`config.mk`:
```
export PLATFORM = sky130hd
export DESIGN_NAME = frx_receiver
export DESIGN_NICKNAME = d
export VERILOG_FILES = /design/src/rtl/frx_pkg.sv /design/src/rtl/frx_edge_sampler.sv /design/src/rtl/frx_deser.sv /design/src/rtl/frx_byte_fifo.sv /design/src/rtl/frx_receiver.sv
export SDC_FILE = /design/constraint.sdc
export NUM_CORES = 1
export LEC_CHECK = 0
export ABC_AREA = 1
export BUFFER_PORTS_ARGS = -buffer_cell sky130_fd_sc_hd__buf_2
export CORE_MARGIN = 4
export CORE_UTILIZATION = 56
export CTS_CLUSTER_SIZE = 16
export DETAILED_ROUTE_END_ITERATION = 16
export PLACE_DENSITY = 0.77
export SYNTH_ARGS = -nofsm -noshare
export SYNTH_HDL_FRONTEND = slang
export SYNTH_SLANG_ARGS = --single-unit
export TNS_END_PERCENT = 5
```
`constraint.sdc`:
```
create_clock -name clk -period 3 [get_ports clk]
set_clock_uncertainty 0.2 [all_clocks]
set_input_delay 0.15 -clock clk [delete_from_list [all_inputs] [get_ports clk]]
set_output_delay 0.15 -clock clk [all_outputs]
set_load 0.02 [all_outputs]
```
`src/rtl/frx_pkg.sv`:
```
package frx_pkg;

   // one observation of the serial lines, taken at a bit-clock falling edge
   typedef struct packed {
      logic strobe;   // a falling edge was seen this cycle
      logic sync;     // frame-sync level at that edge
      logic data;     // data level at that edge
   } frx_sample_t;

endpackage

```
`src/rtl/frx_edge_sampler.sv`:
```
module frx_edge_sampler
   import frx_pkg::*;
#(
   parameter int SYNC_STAGES = 2
) (
   input  logic        clk,
   input  logic        rst_n,
   input  logic        ser_clk,
   input  logic        ser_sync,
   input  logic        ser_data,
   output frx_sample_t smp
);

   logic [2:0] staged;   // {clk, sync, data} after synchronisation
   logic       clk_prev;

   generate
      if (SYNC_STAGES > 0) begin : g_sync
         logic [2:0] chain [SYNC_STAGES];
         always_ff @(posedge clk) begin
            if (!rst_n) begin
               for (int i = 0; i < SYNC_STAGES; i++) chain[i] <= '0;
            end else begin
               chain[0] <= {ser_clk, ser_sync, ser_data};
               for (int i = 1; i < SYNC_STAGES; i++) chain[i] <= chain[i-1];
            end
         end
         assign staged = chain[SYNC_STAGES-1];
      end else begin : g_direct
         assign staged = {ser_clk, ser_sync, ser_data};
      end
   endgenerate

   always_ff @(posedge clk) begin
      if (!rst_n) clk_prev <= 1'b0;
      else        clk_prev <= staged[2];
   end

   always_comb begin
      smp.strobe = clk_prev & ~staged[2];
      smp.sync   = staged[1];
      smp.data   = staged[0];
   end

endmodule

```
`src/rtl/frx_deser.sv`:
```
module frx_deser
   import frx_pkg::*;
#(
   parameter int WORD_W = 16,
   parameter int BYTE_W = 8,
   parameter int CNT_W  = 4
) (
   input  logic              clk,
   input  logic              rst_n,
   input  frx_sample_t       smp,
   output logic              byte_done,
   output logic [BYTE_W-1:0] byte_out,
   output logic [CNT_W-1:0]  owed
);

   localparam int BIT_W = (BYTE_W > 2) ? $clog2(BYTE_W) : 1;
   localparam logic [CNT_W-1:0] INC = CNT_W'(WORD_W / BYTE_W);
   localparam logic [BIT_W-1:0] LAST_BIT = BIT_W'(BYTE_W - 1);

   logic [BYTE_W-1:0] shift_q;
   logic [BIT_W-1:0]  bit_q;
   logic              active, take, last, sync_ev;
   logic [BYTE_W-1:0] assembled;
   logic [CNT_W-1:0]  owed_nxt;

   always_comb begin
      active    = (owed != '0);
      take      = smp.strobe && active;
      last      = take && (bit_q == LAST_BIT);
      sync_ev   = smp.strobe && smp.sync;
      assembled = {shift_q[BYTE_W-2:0], smp.data};
      owed_nxt  = owed + (sync_ev ? INC : '0) - (last ? CNT_W'(1) : '0);
      byte_done = last;
      byte_out  = assembled;
   end

   always_ff @(posedge clk) begin
      if (!rst_n) begin
         shift_q <= '0;
         bit_q   <= '0;
         owed    <= '0;
      end else begin
         if (sync_ev && !active) begin
            shift_q <= '0;
            bit_q   <= '0;
         end else if (take) begin
            shift_q <= assembled;
            bit_q   <= last ? '0 : bit_q + BIT_W'(1);
         end
         owed <= owed_nxt;
      end
   end

   // count moves only on a sampled falling edge
   assert_owed_hold_R10: assert property (@(posedge clk) disable iff (!rst_n)
      !smp.strobe |=> $stable(owed));

   // idle bits leave the count at zero
   assert_idle_ignored_R5: assert property (@(posedge clk) disable iff (!rst_n)
      (smp.strobe && !smp.sync && owed == '0) |=> owed == '0);

   // a sync from idle announces one word
   assert_sync_adds_R3: assert property (@(posedge clk) disable iff (!rst_n)
      (smp.strobe && smp.sync && owed == '0) |=> owed == INC);

endmodule

```
`src/rtl/frx_byte_fifo.sv`:
```
module frx_byte_fifo #(
   parameter int WIDTH = 8,
   parameter int DEPTH = 2
) (
   input  logic             clk,
   input  logic             rst_n,
   input  logic             push,
   input  logic [WIDTH-1:0] push_data,
   output logic [WIDTH-1:0] head,
   output logic             valid,
   input  logic             ready,
   output logic             overflow
);

   localparam int PTR_W = $clog2(DEPTH);
   localparam int CNT_W = $clog2(DEPTH + 1);
   localparam logic [PTR_W-1:0] PTR_MAX = PTR_W'(DEPTH - 1);

   logic [WIDTH-1:0] mem [DEPTH];
   logic [PTR_W-1:0] wr_q, rd_q;
   logic [CNT_W-1:0] cnt_q;
   logic             full, pop, accept;

   always_comb begin
      valid  = (cnt_q != '0);
      full   = (cnt_q == CNT_W'(DEPTH));
      pop    = valid && ready;
      accept = push && (!full || pop);
      head   = mem[rd_q];
   end

   always_ff @(posedge clk) begin
      if (!rst_n) begin
         wr_q     <= '0;
         rd_q     <= '0;
         cnt_q    <= '0;
         overflow <= 1'b0;
         for (int i = 0; i < DEPTH; i++) mem[i] <= '0;
      end else begin
         if (accept) begin
            mem[wr_q] <= push_data;
            wr_q      <= (wr_q == PTR_MAX) ? '0 : wr_q + PTR_W'(1);
         end
         if (pop) rd_q <= (rd_q == PTR_MAX) ? '0 : rd_q + PTR_W'(1);
         if (accept && !pop)      cnt_q <= cnt_q + CNT_W'(1);
         else if (pop && !accept) cnt_q <= cnt_q - CNT_W'(1);
         if (push && !accept) overflow <= 1'b1;
      end
   end

   // a stalled head byte is held
   assert_head_hold_R8: assert property (@(posedge clk) disable iff (!rst_n)
      (valid && !ready) |=> (valid && $stable(head)));

   // overflow is sticky until reset
   assert_overflow_sticky_R9: assert property (@(posedge clk) disable iff (!rst_n)
      overflow |=> overflow);

endmodule

```
`src/rtl/frx_receiver.sv`:
```
module frx_receiver
   import frx_pkg::*;
#(
   parameter int WORD_W      = 16,
   parameter int BYTE_W      = 8,
   parameter int CNT_W       = 4,
   parameter int SYNC_STAGES = 2,
   parameter int FIFO_DEPTH  = 2
) (
   input  logic              clk,
   input  logic              rst_n,
   input  logic              ser_clk,
   input  logic              ser_sync,
   input  logic              ser_data,
   output logic [BYTE_W-1:0] byte_data,
   output logic              byte_valid,
   input  logic              byte_ready,
   output logic [CNT_W-1:0]  bytes_owed,
   output logic              overflow
);

   localparam int BYTES_PER_WORD = WORD_W / BYTE_W;

   generate
      if (BYTE_W < 2) begin : g_bad_byte
         $error("frx_receiver: BYTE_W must be at least 2");
      end
      if (WORD_W % BYTE_W != 0) begin : g_bad_word
         $error("frx_receiver: WORD_W must be a multiple of BYTE_W");
      end
      if ((1 << CNT_W) <= 2 * BYTES_PER_WORD) begin : g_bad_cnt
         $error("frx_receiver: CNT_W too narrow for two queued words");
      end
      if (FIFO_DEPTH < 2) begin : g_bad_depth
         $error("frx_receiver: FIFO_DEPTH must be at least 2");
      end
      if (SYNC_STAGES < 0) begin : g_bad_sync
         $error("frx_receiver: SYNC_STAGES must not be negative");
      end
   endgenerate

   frx_sample_t       smp;
   logic              done;
   logic [BYTE_W-1:0] done_byte;

   frx_edge_sampler #(.SYNC_STAGES(SYNC_STAGES)) u_sampler (
      .clk      (clk),
      .rst_n    (rst_n),
      .ser_clk  (ser_clk),
      .ser_sync (ser_sync),
      .ser_data (ser_data),
      .smp      (smp)
   );

   frx_deser #(.WORD_W(WORD_W), .BYTE_W(BYTE_W), .CNT_W(CNT_W)) u_deser (
      .clk       (clk),
      .rst_n     (rst_n),
      .smp       (smp),
      .byte_done (done),
      .byte_out  (done_byte),
      .owed      (bytes_owed)
   );

   frx_byte_fifo #(.WIDTH(BYTE_W), .DEPTH(FIFO_DEPTH)) u_fifo (
      .clk       (clk),
      .rst_n     (rst_n),
      .push      (done),
      .push_data (done_byte),
      .head      (byte_data),
      .valid     (byte_valid),
      .ready     (byte_ready),
      .overflow  (overflow)
   );

endmodule

```
### Yosys cells after proc, flatten, opt, wreduce, memory -nomap -nowiden

Memory sizes are Yosys's and may differ from the RTL's. A register that Yosys moved wholly into a read port is not among the register bits.
Index checks and enable logic that the tools add are counted.

* register bits: 20
* bits in latches: 0
* memory bits (writable): 22
* memory bits (read-only): 0
* input bits: 6
* word-level logic and storage cells: 62
* memories kept: 2

Memory list
* u_fifo.mem: depth 2, bits a word 8, read ports 1, clocked after memory_dff 1, wr ports 2, line frx_byte_fifo.sv:19 `logic [WIDTH-1:0] mem [DEPTH];`
* u_sampler.g_sync.chain: depth 2, bits a word 3, read ports 2, clocked after memory_dff 0, wr ports 2, line frx_edge_sampler.sv:19 `logic [2:0] chain [SYNC_STAGES];`

* add/sub/neg operators: 7
* multipliers: 0
* divide/modulo/power cells: 0
* magnitude comparators: 0
* equality and inequality tests: 2
* shift-type cells: 0
* muxes and demuxes: 19
* bitwise logic cells: 5
* reduce and logical (&&, ||, !) cells: 19

Operators by type and width (number)
* $mux 1: 12
* $logic_and 1x1->1: 9
* $mux 3: 3
* $mux 8: 1
* $reduce_or 8->1: 1
* $mux 2: 3
* $add 4x4->4: 1
* $logic_not 1->1: 4
* $reduce_bool 2->1: 2
* $reduce_bool 4->1: 1
* $sub 4x4->4: 1
* $add 3x1->3 const B: 1
* $eq 3x3->1 const B: 1
* $add 1x1->1 const B: 2
* $add 2x1->2 const B: 1
* $eq 2x2->1 const B: 1
* $not 1->1: 2
* $or 1x1->1: 2
* $reduce_or 2->1: 1
* $sub 2x1->2 const B: 1
* $and 1x1->1: 1
* $logic_or 1x1->1: 1

### Longest topological paths before layout

An unclocked memory read counts as a cell.

* depth after elaboration: 11
* mapped depth: 12
* mapped depth without buffers: 12

### By module

A second synthesis with hierarchy kept.

* cell total of the unflattened synthesis: 202
* area total of the unflattened synthesis: 1893.1 µm²

Modules (own cells, without submodules)
* frx_byte_fifo: instances 1, cells each 93, area each 1013.5 µm², seq. area each 600.6 µm²
* frx_deser: instances 1, cells each 84, area each 664.4 µm², seq. area each 280.3 µm²
* frx_edge_sampler: instances 1, cells each 25, area each 215.2 µm², seq. area each 140.1 µm²

### Worst setup path before layout

No wires, ideal clock.

* path type: register to register
* from: reg u_deser.owed[2]
* to: reg u_deser.owed[2]
* setup time: 64 ps
* arrival time: 1893 ps
* required time: 2736 ps
* setup slack: 842 ps
* cell stages (with the launch flop): 12
* buffers on the path: 0
* cells stage by stage: dfxtp_1 -> inv_1 -> ha_1 -> nand2_1 -> nand3_2 -> inv_1 -> ha_1 -> inv_1 -> ha_1 -> inv_1 -> fa_1 -> nor2_1

* longest elaborated chain between the ends: 5
* elaborated cells between the ends (all ways): 6
* classes of those cells: add/sub: 2; mux: 1; reduce/logical: 3

Ends and longest elaborated chain
* start, declared: line frx_deser.sv:13 `output logic [CNT_W-1:0] owed`
* start signal, assigned: line frx_deser.sv:50 `owed <= owed_nxt;`
* branches (longest 4 deep; another with $add 4x4->4)
* $sub 4x4->4 *: line frx_deser.sv:32 `owed_nxt = owed + (sync_ev ? INC : '0) - (last ? CNT_W'(1) : '0);`

Mark *: on every way between the ends.
A chain may end at the register's enable or synchronous reset.

### Worst setup path in the final report

* from: reg u_deser.bit_q[0]
* to: reg u_deser.owed[3]

* longest elaborated chain between the ends: 4

Ends and longest elaborated chain
* start, declared: line frx_deser.sv:21 `logic [BIT_W-1:0] bit_q;`
* start signal, assigned: line frx_deser.sv:48 `bit_q <= last ? '0 : bit_q + BIT_W'(1);`
* $eq 3x3->1: line frx_deser.sv:29 `last = take && (bit_q == LAST_BIT);`
* $logic_and 1x1->1: line frx_deser.sv:29
* $mux 1: line frx_deser.sv:32
* $sub 4x4->4: line frx_deser.sv:32

Every way passes these cells.

==> impl_metrics.tcl <==
set metrics [dict create \
    dieArea_um2 4150 \
    hold_ws_ns 0.230 \
    min_period_ns 2.25 \
    cts.sinks 43 \
    synth_seq_cells 43 \
    post_cts_resized 0 \
    outcome "completed" \
    final.fill_count 252 \
    grt_pass1_wl_um 5060 \
    crit_type "reg -> reg" \
    initial_utilization_pct 58.4 \
    wl_per_cell_um 11.5 \
    cts_buffer_depth 2 \
    power.density_nw_per_um2 527 \
    cts_setup_buffers 0 \
    core_area_um2 3050 \
    final.period_utilization_pct 75.1 \
    total_power_mw 1.09 \
    cts_tree "yes" \
    synth_fp_nets 200 \
    crit_fanout 3 \
    synth_top_area_share_pct 30.3 \
    rsz0062_at_grt "false" \
    num_rows 20 \
    synth.avg_cell_area_um2 9.59 \
    gp_congestion 0.713 \
    irDropWorstVdd_mv 0.403 \
    hold_viol 0 \
    synth_warnings 0 \
    grt_max_degree 17 \
    die_w_um 64.4 \
    synth_area_leader_cell "dfxtp_1" \
    cts-hold-fix-buffers 8 \
    grt.busiest_layer "met2" \
    hold_path_class "reg -> reg" \
    netlist_instances 186 \
    htree_levels 2 \
    syn2layout_area_growth_pct 15.7 \
    met2_usage_pct 29.6 \
    clk_pin_slew_worst_paths_ns 0.12 \
    yosysUniqueCellTypes 24 \
    setup_viol 0 \
    pin_count 20 \
    yosysSeqAreaShare_pct 57.3 \
    final-seq-area_um2 1020 \
    grt_util_met3_pct 5.89 \
    relSlewSlack_pct 73.0 \
    drtIter0Drc 47 \
    drc 0 \
    worstMarginPinSlew_ns 0.405 \
    root_buffer "clkbuf_4" \
    clock.fmax_ghz 0.444 \
    layout.nets 230 \
    required_ns 3.04 \
    tns_ns 0 \
    end_kind "flip-flop" \
    startpoint_type "flip-flop" \
    arrival_ns 2.29 \
    grt_util_met1_pct 16.0 \
    finalWirelength_um 3010 \
    synth_area_um2 1780 \
    dp_hpwl_um 2200 \
    clk_latency_ns 0.34 \
    grt_usage_pct 16.1 \
    p_leak_nw 0.858 \
    antenna_found_initial 0 \
    routed_via_density 4.85 \
    overflow 0 \
    dr.pass1.iters 4 \
    cts_buffers 5 \
    drive_gt1_share_pct 18.9 \
    drtAntennaViolNets 0 \
    cap_violations 0 \
    slew_violations 0 \
    port_buffers 19 \
    synthTopCellsByArea "dfxtp_1 (30%), edfxtp_1 (27%), nand2_1 (7.6%), inv_1 (6.7%), nor2_1 (5.7%)" \
    vias 1267 \
    antenna_cells 0 \
    die-height_um 64.4 \
    final_util_pct 67.6 \
    grt_pass1_vias 1209 \
    multi_input_area_um2 612 \
]
==> synthesized netlist by cell type <==
cell / n
nor3_2: 1
buf_2: 3
nor2_1: 27
xor2_1: 1
o21ai_0: 3
dfxtp_1: 27
nor2_2: 1
nor2_4: 1
edfxtp_1: 16
ha_1: 7
a21oi_1: 12
xnor2_1: 1
nand2_2: 1
buf_6: 1
o21ai_2: 1
inv_1: 32
nand2_1: 36
nor3_1: 1
mux2_2: 8
fa_1: 1
nand3_2: 1
nand3_1: 2
nand3_4: 1
clkinv_1: 1
==> critical path: stages (launching register included) <==
cell,delay (ns)
dfxtp_1,0.35
ha_1,0.20
ha_1,0.22
nand3_2,0.12
inv_1,0.07
ha_1,0.18
inv_1,0.06
ha_1,0.13
inv_1,0.05
fa_1,0.37
xnor2_1,0.16
nor2_1,0.06
==> cell families after synthesis <==
kind of cell / synth area share, %
multiplexers: 5.05
buffers and inverters: 8.42
flip-flops: 57.3
AND/OR/NAND/NOR: 17.5
XOR/XNOR: 0.983
AO/OA/AOI/OAI: 4.70
adder cells (fa/ha/maj): 6.03
==> cells in the final DEF, fill, tap and decap left out, drive strengths merged <==
| master | count |
|---|---|
| nand3 | 4 |
| buf | 19 |
| nor2 | 29 |
| dlygate4sd3 | 8 |
| o21ai | 4 |
| xor2 | 1 |
| bufinv | 1 |
| clkbuf | 5 |
| clkinv | 3 |
| mux2 | 8 |
| edfxtp | 16 |
| fa | 1 |
| dfxtp | 27 |
| xnor2 | 1 |
| a21oi | 12 |
| nand2 | 37 |
| nor3 | 2 |
| inv | 32 |
| ha | 7 |
==> final cells by class <==
type	instances	area share, %
clock inverters	3	1.88
inverters	33	6.00
repair buffers	27	8.49
clock buffers	5	1.82
well taps	44	2.67
multi-input cells	106	29.7
flip-flops and latches	43	49.5
==> sequential cells by signal, summed over array words and instances (netlist names), named ones only <==
signal and cells:
u_fifo.rd_q 1, u_deser.shift_q 7, u_sampler.clk_prev 1, u_fifo.cnt_q 2, u_deser.bit_q 3, u_deser.owed 4
u_fifo.mem 16, u_fifo.overflow 1, u_sampler.g_sync.chain 6, u_fifo.wr_q 1
==> per-layer routing <==
| layer | wire [µm] | vias up |
|---|---|---|
| li1 | - | 642 |
| met4 | 77 | 0 |
| met2 | 1590 | 21 |
| met3 | 97 | 9 |
| met5 | 0 | - |
| met1 | 1250 | 595 |
==> stage by stage <==
step | cells | setup slack, ns | instance area, µm²
6_report | 261 | 0.747 | 2060
5_1_grt | 261 | 0.636 | 2060
4_1_cts | 261 | 0.750 | 2060
3_5_place_dp | 245 | 0.769 | 1910
3_3_place_gp | 245 | 0.841 | 1910
2_1_floorplan | 186 | 0.842 | 1780
==> power breakdown <==
| part | leakage, nW | total (mW) | switching (mW) | internal, mW |
|---|---|---|---|---|
| clock network | 0.0426 | 0.348 | 0.177 | 0.172 |
| logic | 0.443 | 0.102 | 0.0592 | 0.0424 |
| registers | 0.373 | 0.637 | 0.0114 | 0.625 |
==> path summary, 6_finish.rpt <==
| path | startpoint | end | slack [ns] | cells past startpoint |
|---|---|---|---|---|
| hold reg to reg | u_sampler.g_sync.chain[0][0] | u_sampler.g_sync.chain[0][3] | 0.23 | 2 |
| setup / recovery | u_deser.bit_q[0] | u_deser.owed[3] | 0.75 | 11 |
| hold / removal | u_sampler.g_sync.chain[0][0] | u_sampler.g_sync.chain[0][3] | 0.23 | 2 |
| setup reg to reg | u_deser.bit_q[0] | u_deser.owed[3] | 0.75 | 11 |
(Power assumes the default switching activity.)
